$ cat src/rtl/vreg_pkg.sv
package vreg_pkg;

    localparam int BYTE_W   = 8;
    localparam int FLAG_N   = BYTE_W - 1;

    localparam int FLG_SHIFT = 2;
    localparam int FLG_SCLK  = 3;
    localparam int FLG_SDAT  = 4;
    localparam int FLG_CT2   = 5;
    localparam int FLG_CT1   = 6;

    localparam int AUX_FREE_RUN = 6;

    typedef enum logic [3:0] {
        RG_PB      = 4'd0,
        RG_PA      = 4'd1,
        RG_DIRB    = 4'd2,
        RG_DIRA    = 4'd3,
        RG_C1_LO   = 4'd4,
        RG_C1_HI   = 4'd5,
        RG_L1_LO   = 4'd6,
        RG_L1_HI   = 4'd7,
        RG_C2_LO   = 4'd8,
        RG_C2_HI   = 4'd9,
        RG_SHIFT   = 4'd10,
        RG_AUX     = 4'd11,
        RG_PERI    = 4'd12,
        RG_FLAGS   = 4'd13,
        RG_ENABLE  = 4'd14,
        RG_PA_RAW  = 4'd15
    } reg_idx_e;

endpackage

$ cat src/rtl/vreg_port.sv
module vreg_port #(
    parameter int W = 8
) (
    input  logic         clk,
    input  logic         rst_n,
    input  logic         wr_out,
    input  logic         wr_dir,
    input  logic [W-1:0] wdata,
    input  logic [W-1:0] pin_in,
    output logic [W-1:0] out_o,
    output logic [W-1:0] oe_o,
    output logic [W-1:0] rd_val
);

    typedef struct packed {
        logic [W-1:0] outv;
        logic [W-1:0] dir;
    } port_t;

    port_t st_d, st_q;

    always_comb begin
        st_d = st_q;
        if (wr_out) st_d.outv = wdata;
        if (wr_dir) st_d.dir  = wdata;
    end

    always_ff @(posedge clk or negedge rst_n) begin
        if (!rst_n) st_q <= '0;
        else        st_q <= st_d;
    end

    assign out_o  = st_q.outv;
    assign oe_o   = st_q.dir;
    assign rd_val = (st_q.outv & st_q.dir) | (pin_in & ~st_q.dir);

    // a direction write takes effect on the next cycle
    a_r3_dir_update: assert property (@(posedge clk) disable iff (!rst_n)
        wr_dir |=> (oe_o == $past(wdata)));

endmodule

$ cat src/rtl/vreg_timer.sv
module vreg_timer #(
    parameter int DW         = 8,
    parameter bit WIDE_LATCH = 1'b1
) (
    input  logic           clk,
    input  logic           rst_n,
    input  logic           tick,
    input  logic           free_run,
    input  logic           ld_lo_cnt,
    input  logic           ld_hi_cnt,
    input  logic           ld_lo_lat,
    input  logic           ld_hi_lat,
    input  logic [DW-1:0]  wdata,
    output logic [2*DW-1:0] count_o,
    output logic [2*DW-1:0] latch_o,
    output logic           uf_o
);

    localparam int TW = 2 * DW;

    typedef struct packed {
        logic [TW-1:0] cnt;
        logic [TW-1:0] lat;
        logic          armed;
    } tmr_t;

    tmr_t st_d, st_q;

    generate
        if (WIDE_LATCH) begin : g_reload
            always_comb begin
                st_d = st_q;
                uf_o = 1'b0;
                if (ld_lo_cnt || ld_lo_lat) st_d.lat[DW-1:0]  = wdata;
                if (ld_hi_cnt || ld_hi_lat) st_d.lat[TW-1:DW] = wdata;
                if (ld_hi_cnt) begin
                    st_d.cnt   = {wdata, st_q.lat[DW-1:0]};
                    st_d.armed = 1'b1;
                end else if (tick) begin
                    if (st_q.cnt == '0) begin
                        uf_o = st_q.armed | free_run;
                        if (free_run) begin
                            st_d.cnt = st_q.lat;
                        end else begin
                            st_d.cnt   = '1;
                            st_d.armed = 1'b0;
                        end
                    end else begin
                        st_d.cnt = st_q.cnt - 1'b1;
                    end
                end
            end
        end else begin : g_oneshot
            logic unused_oneshot_in;
            assign unused_oneshot_in = free_run ^ ld_lo_lat ^ ld_hi_lat;

            always_comb begin
                st_d = st_q;
                uf_o = 1'b0;
                if (ld_lo_cnt) begin
                    st_d.lat[DW-1:0] = wdata;
                    st_d.cnt         = {{DW{1'b0}}, wdata};
                    st_d.armed       = 1'b1;
                end else if (ld_hi_cnt) begin
                    st_d.cnt   = {wdata, st_q.lat[DW-1:0]};
                    st_d.armed = 1'b1;
                end else if (tick) begin
                    if (st_q.cnt == '0) begin
                        uf_o       = st_q.armed;
                        st_d.cnt   = '1;
                        st_d.armed = 1'b0;
                    end else begin
                        st_d.cnt = st_q.cnt - 1'b1;
                    end
                end
            end
        end
    endgenerate

    always_ff @(posedge clk or negedge rst_n) begin
        if (!rst_n) st_q <= '0;
        else        st_q <= st_d;
    end

    assign count_o = st_q.cnt;
    assign latch_o = st_q.lat;

    // an idle tick on a nonzero count steps it down by one
    a_r9_decrement: assert property (@(posedge clk) disable iff (!rst_n)
        (tick && !ld_lo_cnt && !ld_hi_cnt && st_q.cnt != '0)
        |=> (st_q.cnt == $past(st_q.cnt) - 1'b1));

    // a high-byte counter write loads {byte, low latch}
    a_r5_hi_load: assert property (@(posedge clk) disable iff (!rst_n)
        ld_hi_cnt |=> (st_q.cnt == {$past(wdata), $past(st_q.lat[DW-1:0])}));

endmodule

$ cat src/rtl/vreg_irq.sv
module vreg_irq #(
    parameter int DW = 8,
    parameter int NF = DW - 1
) (
    input  logic          clk,
    input  logic          rst_n,
    input  logic [NF-1:0] set_i,
    input  logic [NF-1:0] clr_i,
    input  logic          ier_we,
    input  logic [DW-1:0] wdata,
    output logic [NF-1:0] flags_o,
    output logic [NF-1:0] mask_o,
    output logic          irq_o
);

    typedef struct packed {
        logic [NF-1:0] flags;
        logic [NF-1:0] mask;
    } irq_t;

    irq_t st_d, st_q;

    always_comb begin
        st_d       = st_q;
        st_d.flags = (st_q.flags & ~clr_i) | set_i;
        if (ier_we) begin
            if (wdata[DW-1]) st_d.mask = st_q.mask | wdata[NF-1:0];
            else             st_d.mask = st_q.mask & ~wdata[NF-1:0];
        end
    end

    always_ff @(posedge clk or negedge rst_n) begin
        if (!rst_n) st_q <= '0;
        else        st_q <= st_d;
    end

    assign flags_o = st_q.flags;
    assign mask_o  = st_q.mask;
    assign irq_o   = |(st_q.flags & st_q.mask);

    // an event beats a clear that lands in the same cycle
    a_r11_set_wins: assert property (@(posedge clk) disable iff (!rst_n)
        (|set_i) |=> ((st_q.flags & $past(set_i)) == $past(set_i)));

    // set form of an enable write
    a_r12_ier_set: assert property (@(posedge clk) disable iff (!rst_n)
        (ier_we && wdata[DW-1])
        |=> ((st_q.mask & $past(wdata[NF-1:0])) == $past(wdata[NF-1:0])));

    // clear form of an enable write
    a_r12_ier_clr: assert property (@(posedge clk) disable iff (!rst_n)
        (ier_we && !wdata[DW-1])
        |=> ((st_q.mask & $past(wdata[NF-1:0])) == '0));

endmodule

$ cat src/rtl/vreg_top.sv
module vreg_top
    import vreg_pkg::*;
#(
    parameter int ADDR_W  = 13,
    parameter int SEL_LSB = 9,
    parameter int DW      = BYTE_W
) (
    input  logic              clk,
    input  logic              rst_n,
    input  logic [ADDR_W-1:0] addr,
    input  logic [DW-1:0]     wdata,
    input  logic              wr_en,
    input  logic              rd_en,
    output logic [DW-1:0]     rdata,
    input  logic              tick,
    input  logic              sr_evt,
    input  logic [DW-1:0]     pa_in,
    output logic [DW-1:0]     pa_out,
    output logic [DW-1:0]     pa_oe,
    input  logic [DW-1:0]     pb_in,
    output logic [DW-1:0]     pb_out,
    output logic [DW-1:0]     pb_oe,
    output logic              irq
);

    localparam int SEL_W  = 4;
    localparam int NF     = DW - 1;
    localparam int TW     = 2 * DW;
    localparam int NPORT  = 2;

    reg_idx_e sel;
    assign sel = reg_idx_e'(addr[SEL_LSB +: SEL_W]);

    logic unused_addr;
    generate
        if (ADDR_W > SEL_LSB + SEL_W) begin : g_addr_hi
            assign unused_addr = ^{addr[SEL_LSB-1:0], addr[ADDR_W-1:SEL_LSB+SEL_W]};
        end else begin : g_addr_fit
            assign unused_addr = ^addr[SEL_LSB-1:0];
        end
    endgenerate

    // ---------------- ports (index 0 = B, index 1 = A) ----------------
    logic [DW-1:0] prt_pin  [NPORT];
    logic [DW-1:0] prt_out  [NPORT];
    logic [DW-1:0] prt_oe   [NPORT];
    logic [DW-1:0] prt_rd   [NPORT];
    logic          prt_wo   [NPORT];
    logic          prt_wd   [NPORT];

    assign prt_pin[0] = pb_in;
    assign prt_pin[1] = pa_in;
    assign prt_wo[0]  = wr_en && (sel == RG_PB);
    assign prt_wo[1]  = wr_en && (sel == RG_PA || sel == RG_PA_RAW);
    assign prt_wd[0]  = wr_en && (sel == RG_DIRB);
    assign prt_wd[1]  = wr_en && (sel == RG_DIRA);

    generate
        for (genvar g = 0; g < NPORT; g++) begin : g_port
            vreg_port #(.W(DW)) u_port (
                .clk    (clk),
                .rst_n  (rst_n),
                .wr_out (prt_wo[g]),
                .wr_dir (prt_wd[g]),
                .wdata  (wdata),
                .pin_in (prt_pin[g]),
                .out_o  (prt_out[g]),
                .oe_o   (prt_oe[g]),
                .rd_val (prt_rd[g])
            );
        end
    endgenerate

    assign pb_out = prt_out[0];
    assign pb_oe  = prt_oe[0];
    assign pa_out = prt_out[1];
    assign pa_oe  = prt_oe[1];

    // ---------------- local registers ----------------
    typedef struct packed {
        logic [DW-1:0] aux;
        logic [DW-1:0] peri;
        logic [DW-1:0] shd;
        logic [DW-1:0] rdata;
    } top_t;

    top_t st_d, st_q;

    // ---------------- counters ----------------
    logic [TW-1:0] c1_cnt, c1_lat, c2_cnt, unused_c2_lat;
    logic          c1_uf, c2_uf;

    vreg_timer #(.DW(DW), .WIDE_LATCH(1'b1)) u_ct1 (
        .clk       (clk),
        .rst_n     (rst_n),
        .tick      (tick),
        .free_run  (st_q.aux[AUX_FREE_RUN]),
        .ld_lo_cnt (wr_en && sel == RG_C1_LO),
        .ld_hi_cnt (wr_en && sel == RG_C1_HI),
        .ld_lo_lat (wr_en && sel == RG_L1_LO),
        .ld_hi_lat (wr_en && sel == RG_L1_HI),
        .wdata     (wdata),
        .count_o   (c1_cnt),
        .latch_o   (c1_lat),
        .uf_o      (c1_uf)
    );

    vreg_timer #(.DW(DW), .WIDE_LATCH(1'b0)) u_ct2 (
        .clk       (clk),
        .rst_n     (rst_n),
        .tick      (tick),
        .free_run  (1'b0),
        .ld_lo_cnt (wr_en && sel == RG_C2_LO),
        .ld_hi_cnt (wr_en && sel == RG_C2_HI),
        .ld_lo_lat (1'b0),
        .ld_hi_lat (1'b0),
        .wdata     (wdata),
        .count_o   (c2_cnt),
        .latch_o   (unused_c2_lat),
        .uf_o      (c2_uf)
    );

    // ---------------- interrupt flags and enables ----------------
    logic [NF-1:0] flg_set, flg_clr, flags, mask;

    always_comb begin
        flg_set            = '0;
        flg_set[FLG_CT1]   = c1_uf;
        flg_set[FLG_CT2]   = c2_uf;
        flg_set[FLG_SHIFT] = sr_evt;

        flg_clr = '0;
        if (wr_en && sel == RG_FLAGS)                      flg_clr = wdata[NF-1:0];
        if (wr_en && (sel == RG_C1_HI || sel == RG_L1_HI)) flg_clr[FLG_CT1] = 1'b1;
        if (rd_en && sel == RG_C1_LO)                      flg_clr[FLG_CT1] = 1'b1;
        if (rd_en && sel == RG_C2_LO)                      flg_clr[FLG_CT2] = 1'b1;
        if (rd_en && sel == RG_SHIFT) begin
            flg_clr[FLG_SHIFT] = 1'b1;
            flg_clr[FLG_SCLK]  = 1'b1;
            flg_clr[FLG_SDAT]  = 1'b1;
        end
    end

    vreg_irq #(.DW(DW), .NF(NF)) u_irq (
        .clk     (clk),
        .rst_n   (rst_n),
        .set_i   (flg_set),
        .clr_i   (flg_clr),
        .ier_we  (wr_en && sel == RG_ENABLE),
        .wdata   (wdata),
        .flags_o (flags),
        .mask_o  (mask),
        .irq_o   (irq)
    );

    // ---------------- next state and read mux ----------------
    always_comb begin
        st_d = st_q;
        if (wr_en) begin
            case (sel)
                RG_AUX:   st_d.aux  = wdata;
                RG_PERI:  st_d.peri = wdata;
                RG_SHIFT: st_d.shd  = wdata;
                default:  ;
            endcase
        end
        if (rd_en) begin
            case (sel)
                RG_PB:     st_d.rdata = prt_rd[0];
                RG_PA:     st_d.rdata = prt_rd[1];
                RG_DIRB:   st_d.rdata = prt_oe[0];
                RG_DIRA:   st_d.rdata = prt_oe[1];
                RG_C1_LO:  st_d.rdata = c1_cnt[DW-1:0];
                RG_C1_HI:  st_d.rdata = c1_cnt[TW-1:DW];
                RG_L1_LO:  st_d.rdata = c1_lat[DW-1:0];
                RG_L1_HI:  st_d.rdata = c1_lat[TW-1:DW];
                RG_C2_LO:  st_d.rdata = c2_cnt[DW-1:0];
                RG_C2_HI:  st_d.rdata = c2_cnt[TW-1:DW];
                RG_SHIFT:  st_d.rdata = st_q.shd;
                RG_AUX:    st_d.rdata = st_q.aux;
                RG_PERI:   st_d.rdata = st_q.peri;
                RG_FLAGS:  st_d.rdata = {(|(flags & mask)), flags};
                RG_ENABLE: st_d.rdata = {1'b1, mask};
                default:   st_d.rdata = prt_rd[1];
            endcase
        end
    end

    always_ff @(posedge clk or negedge rst_n) begin
        if (!rst_n) st_q <= '0;
        else        st_q <= st_d;
    end

    assign rdata = st_q.rdata;

    // an enable read always shows bit 7 set
    a_r12_ier_read_top: assert property (@(posedge clk) disable iff (!rst_n)
        (rd_en && sel == RG_ENABLE) |=> rdata[DW-1]);

    // a counter-2 low read leaves flag 5 clear unless an underflow lands
    a_r8_read_clears: assert property (@(posedge clk) disable iff (!rst_n)
        (rd_en && sel == RG_C2_LO && !c2_uf) |=> !flags[FLG_CT2]);

endmodule

$ cat config.mk
export PLATFORM = sky130hd
export DESIGN_NAME = vreg_top
export DESIGN_NICKNAME = d
export VERILOG_FILES = /design/src/rtl/vreg_pkg.sv /design/src/rtl/vreg_port.sv /design/src/rtl/vreg_timer.sv /design/src/rtl/vreg_irq.sv /design/src/rtl/vreg_top.sv
export SDC_FILE = /design/constraint.sdc
export NUM_CORES = 1
export LEC_CHECK = 0
export ABC_AREA = 1
export BUFFER_PORTS_ARGS = -buffer_cell sky130_fd_sc_hd__buf_4
export CORE_MARGIN = 3
export CORE_UTILIZATION = 49
export DETAILED_ROUTE_END_ITERATION = 12
export PLACE_DENSITY = 0.83
export SYNTH_ARGS = -nofsm -noshare
export SYNTH_HDL_FRONTEND = slang
export SYNTH_HIERARCHICAL = 1
export SYNTH_SLANG_ARGS = --single-unit
export TNS_END_PERCENT = 20
$ cat constraint.sdc
create_clock -name clk -period 1.3 [get_ports clk]
set_input_delay 0.195 -clock clk [delete_from_list [all_inputs] [get_ports clk]]
set_output_delay 0.195 -clock clk [all_outputs]
set_load 0.02 [all_outputs]
* Word-level counts from Yosys, hierarchy flattened
Cells that the tools add are included.
** Word-level totals
- Memories kept :: 0
- Bits in registers :: 136
- ROM bits :: 0
- RAM bits :: 0
- Output and inout port bits :: 41
- Bits in latches :: 0
- Word-level logic and storage cells :: 114
- Input bits :: 43
** Cells by class
- Div/mod/pow operators :: 0
- $add $sub $neg :: 2
- Shift operators :: 0
- $lt $le $gt $ge :: 0
- Eq/ne operators :: 16
- Reduce and logical (&&, ||, !) cells :: 33
- Bitwise operators :: 16
- Multiplexer cells :: 30
- $mul :: 0
** Operators with widths (count)
- 16-bit two-way mux :: 8
- 8-bit one-hot mux with 14 select lines :: 1
- 8-bit AND :: 4
- 4-bit == test, second input constant :: 8
- 16-bit zero test :: 2
- 16-bit by 1-bit subtractor with 16-bit output, second input constant :: 2
- 7-bit AND :: 3
- 1-bit two-way mux :: 18
- 4-bit by 3-bit == test with 1-bit output, second input constant :: 4
- 1-bit logical AND :: 16
- 8-bit inverter :: 2
- 8-bit OR :: 2
- 7-bit two-way mux :: 2
- 7-bit inverter :: 2
- 7-bit OR :: 2
- 4-bit by 2-bit == test with 1-bit output, second input constant :: 2
- 2-bit AND reduction :: 4
- 7-bit OR reduction :: 1
- 3-bit nonzero test :: 2
- 4-bit by 1-bit == test with 1-bit output, second input constant :: 1
- 4-bit zero test :: 1
- 1-bit logical OR :: 4
- 2-bit nonzero test :: 2
- 3-bit two-way mux :: 1
- other kinds (3) :: 3

* Longest topological paths before layout
- Word-level depth :: 8
- Gate-level depth with buffers :: 13
- Mapped depth without buffers :: 13

* Modules after synthesis
The synthesis kept the hierarchy.
** Modules (own cells, without submodules)
- vreg_top :: sequential area each 800.8 um2, instances 1, area an instance 2552.4 um2, cells an instance 447
- vreg_timer (u_ct1) :: sequential area each 825.8 um2, instances 1, area an instance 2298.5 um2, cells an instance 328
- vreg_timer (u_ct2) :: sequential area each 625.6 um2, instances 1, area an instance 2039.5 um2, cells an instance 282
- vreg_port :: sequential area each 400.4 um2, instances 2, area an instance 730.7 um2, cells an instance 100
- vreg_irq :: sequential area each 350.3 um2, instances 1, area an instance 573.0 um2, cells an instance 64

* Worst setup path after synthesis
No wires, ideal clock.
- Path kind :: input to register
- Start point :: in addr[11]
- End point :: reg u_ct2.st_q (netlist bit u_ct2/count_o[7])
- Buffers on the path :: 1
- Slack :: -359 ps
- Cell stages on the path :: 13
- Data required time :: 1184 ps
- Setup time :: 116 ps
- Arrival :: 1542 ps
- Cell sequence :: inv_1 > nand2_2 > nor2_1 > inv_1 > nor2_1 > buf_2 > inv_1 > nand2_1 > nand2_1 > o21ai_1 > inv_1 > nand2_1 > nand2_1
** Between the ends
- Cells in the longest elaborated chain, start to end :: 4
- Elaborated cells on any way between the ends :: 7
- Classes of those cells :: 2 x eq/ne; 2 x mux; 3 x reduce/logical
** Ends and longest elaborated chain
- start: declaration :: line vreg_top.sv:10 : input logic [ADDR_W-1:0] addr,
- 4-bit == test :: line vreg_top.sv:114 : .ld_hi_cnt (wr_en && sel == RG_C2_HI),
- 1-bit logical AND :: line vreg_top.sv:114
- 16-bit two-way mux :: line vreg_timer.sv:64 : end else if (ld_hi_cnt) begin
- 16-bit two-way mux :: line vreg_timer.sv:60 : if (ld_lo_cnt) begin
- end signal: assignment :: line vreg_timer.sv:82 : else st_q <= st_d;
- end: declaration :: line vreg_timer.sv:27 : tmr_t st_d, st_q;
Parallel ways exist; a longest one is shown, timed or not.
A chain may end at the register's enable or synchronous reset.

* Worst setup path after layout
- Start point :: reg u_ct1.st_q (netlist bit u_ct1/count_o[8])
- End point :: reg u_ct1.st_q (netlist bit u_ct1/count_o[13])
** Between the ends
- Cells in the longest elaborated chain, start to end :: 4
- Elaborated cells on any way between the ends :: 5
- Classes of those cells :: 1 x add/sub; 3 x mux; 1 x reduce/logical
** Ends and longest elaborated chain
- start: declaration :: line vreg_timer.sv:27
- start signal: assignment :: line vreg_timer.sv:82
- 16-bit by 1-bit subtractor with 16-bit output or 16-bit zero test (tied branches) :: line vreg_timer.sv:49, vreg_timer.sv:40
- 16-bit two-way mux (*) :: line vreg_timer.sv:40 : if (st_q.cnt == '0) begin
- 16-bit two-way mux (*) :: line vreg_timer.sv:39 : end else if (tick) begin
- 16-bit two-way mux (*) :: line vreg_timer.sv:36 : if (ld_hi_cnt) begin
Mark *: on every way between the ends. The rest lies on a longest branch, timed or not. The select of a mux whose other input is x is not followed.

==> impl_metrics.env <==
export IMPL_path_depth=9
export IMPL_clk_latency_ns=0.43
export IMPL_cts_buffers_inserted=17
export IMPL_power_leakage_nw=6.29
export IMPL_grt_use_total_pct=31.4
export IMPL_clk_pin_slew_ns=0.06
export IMPL_cp_start_kind="flop"
export IMPL_coreArea_sq_um=17400
export IMPL_place_gp_congestion=1.02
export IMPL_port_buffers=74
export IMPL_worstMarginPinSlew_ns=0.615
export IMPL_grt_pass1_wl_um=48100
export IMPL_worst_slack_ns=-0.336
export IMPL_cts_max_path_buffers=2
export IMPL_netlist_area_sq_um=8800
export IMPL_worst_ir_drop_vdd_mv=0.995
export IMPL_p_int_mw=11.9
export IMPL_drt_total_wl_um=31300
export IMPL_maxCapViolCount=0
export IMPL_grt_pass1_vias=9052
export IMPL_skew_ns=0.0101
export IMPL_min_path_cells=3
export IMPL_die_x_um=140
export IMPL_criticalPathCategory="reg -> reg"
export IMPL_grtUsageMet1_pct=40.1
export IMPL_cp_data_required_time_ns=1.67
export IMPL_dpl_worst_slack_ns=-0.404
export IMPL_antenna_cells=0
export IMPL_min_period_over_period_pct=126
export IMPL_end_kind="flop"
export IMPL_dieArea_sq_um=19600
export IMPL_critPathMaxStageDelay_ns=0.39
export IMPL_power_switching_mw=7.32
export IMPL_antenna_found_initial=0
export IMPL_fin_crit_ns=1.64
export IMPL_rsz0062_at_grt="yes"
export IMPL_drive_gt1_share_pct=28.9
export IMPL_use_met3_pct=5.43
export IMPL_hold_viol_final=0
export IMPL_clkPwrFrac_pct=26.7
export IMPL_met2_usage_pct=52.2
export IMPL_die_height_um=140
export IMPL_cp_cell_sequence="buf_4 > nor2_1 > nand2_1 > nand3b_1 > nand2_1 > nand2_1 > nand2_1 > nand3_2 > nand2_2"
export IMPL_fin_nets=1548
export IMPL_start_util_pct=50.5
export IMPL_grt_ovfl_total=0
export IMPL_drtAntennaViolNets=0
export IMPL_final_common_cell="nand2_1"
export IMPL_drtIter0Drc=1328
export IMPL_violations="setup timing"
export IMPL_cts_htree_levels=4
export IMPL_yosys_warnings=6
export IMPL_cts_root_buffer="clkbuf_16"
export IMPL_grt_max_degree=69
export IMPL_slew_violations=0
export IMPL_crit_buf_inv=1
export IMPL_cts_sinks=136
export IMPL_status="finished, violations left"
export IMPL_hpwl_um=22400
export IMPL_crit_family="simple AND/OR/NAND/NOR gates"
export IMPL_netlist_instances=1304
export IMPL_fmax_ghz=0.611
export IMPL_pin_count=84
export IMPL_placed_cell_area_sq_um=10600
export IMPL_fill_cells=1475
export IMPL_pwr_share_seq_pct=32.7
export IMPL_critPathMaxFanout=4
export IMPL_swShare_pct=38.1
export IMPL_rr_worst_depth=9
export IMPL_comb_power_share_pct=40.6
export IMPL_drtPass1Iterations=6
export IMPL_layout_common_cells="530 x nand2_1, 218 x buf_4, 133 x dfrtp_1"
export IMPL_cp_slowest_cell="dfrtp_1"
export IMPL_area_delta_synth_final_pct=32.4
export IMPL_fin_area_sq_um=11600
export IMPL_utilization_pct=66.9
export IMPL_power_density_nw_per_um2=1650
export IMPL_cts_tree="done"
export IMPL_row_count=48
export IMPL_drcViolationCount=0
export IMPL_cp_arrival_ns=2.01
export IMPL_syn_avg_cell_area_sq_um=6.75
export IMPL_dp_cells=1696
export IMPL_slew_headroom_pct=58.8
export IMPL_worst_path_most_repeated_cell="nand2_1"
export IMPL_avgViaCountPerCell=5.42
export IMPL_vias=9408
export IMPL_grt_busiest_layer="met2"
export IMPL_fin_cells=1736
export IMPL_setup_viol=44
export IMPL_routedWlPerCell_um=18.0
export IMPL_hold_path_class="in -> reg"
metrics by stage:
| step | power (mW) | hold WS [ns] | setup TNS (ns) |
|---|---|---|---|
| floorplan | 10.4 | -0.101 | -1.97 |
| global placement | 12.9 | 0.00333 | -25.42 |
| detailed placement | 13.1 | 0.00422 | -28.46 |
| CTS | 18.6 | 0.0812 | -6.92 |
| global route | 20.1 | 0.103 | -11.95 |
| finish | 19.2 | 0.106 | -8.23 |
power groups by stage:
stage               logic, mW  registers [mW]  clock network, mW
global route             8.38            6.41               5.32
detailed placement       6.92            6.22                  0
global placement         6.74            6.20                  0
finish                   7.79            6.28               5.12
floorplan                3.98            6.44                  0
CTS                      7.30            6.21               5.12
flip-flops by register name, summed over array words and instances, names as in the netlist, 8 cells and up, named ones only:
| register | cells |
|---|---|
| g_port.u_port/oe_o | 16 |
| g_port.u_port/out_o | 16 |
| rdata | 8 |
| st_q | 24 |
| u_ct1/count_o | 16 |
| u_ct1/latch_o | 16 |
| u_ct2/count_o | 16 |
| u_ct2/latch_o | 8 |
what timing repair did:
action	4_1_cts	5_1_grt
hold buffers	2	0
pin swaps	35	38
setup endpoints to repair	49	58
resized for setup	55	50
buffers inserted	7	2
hold endpoints to repair	137	0
final cells by class:
type                            count  area (sq um)  area share [%]
Clock inverter                      7           118            1.01
Tap cell                          225           282            2.42
Inverter                          142           563            4.83
Multi-Input combinational cell    949          4670            40.1
Timing Repair Buffer              255          2110            18.1
Sequential cell                   136          3410            29.2
Clock buffer                       22           494            4.24
final timing paths:
| check | slack [ns] | end | startpoint |
|---|---|---|---|
| setup reg to reg | -0.34 | u_ct1/count_o[13] | u_ct1/count_o[8] |
| min in group asynchronous | 0.13 | g_port[0].u_port/out_o[4] | rst_n |
| max in group asynchronous | 0.60 | u_irq/flags_o[4] | rst_n |
| hold reg to reg | 0.48 | rdata[2] | rdata[2] |
| setup / recovery | -0.34 | u_ct1/count_o[13] | u_ct1/count_o[8] |
| hold / removal | 0.11 | g_port[1].u_port/oe_o[6] | wdata[6] |
worst min-delay path, delay by kind of cell:
kind                   cells  cell delay (ns)
buffers and inverters      1             0.18
and+or+nand+nor            2             0.11
metal layers:
metal	share of wire (%)	up-vias
li1	-	4356
met1	38	4402
met2	48	531
met3	8.9	119
met4	5.1	0
met5	0	-
Note: power is estimated with default switching activity, not from simulation.
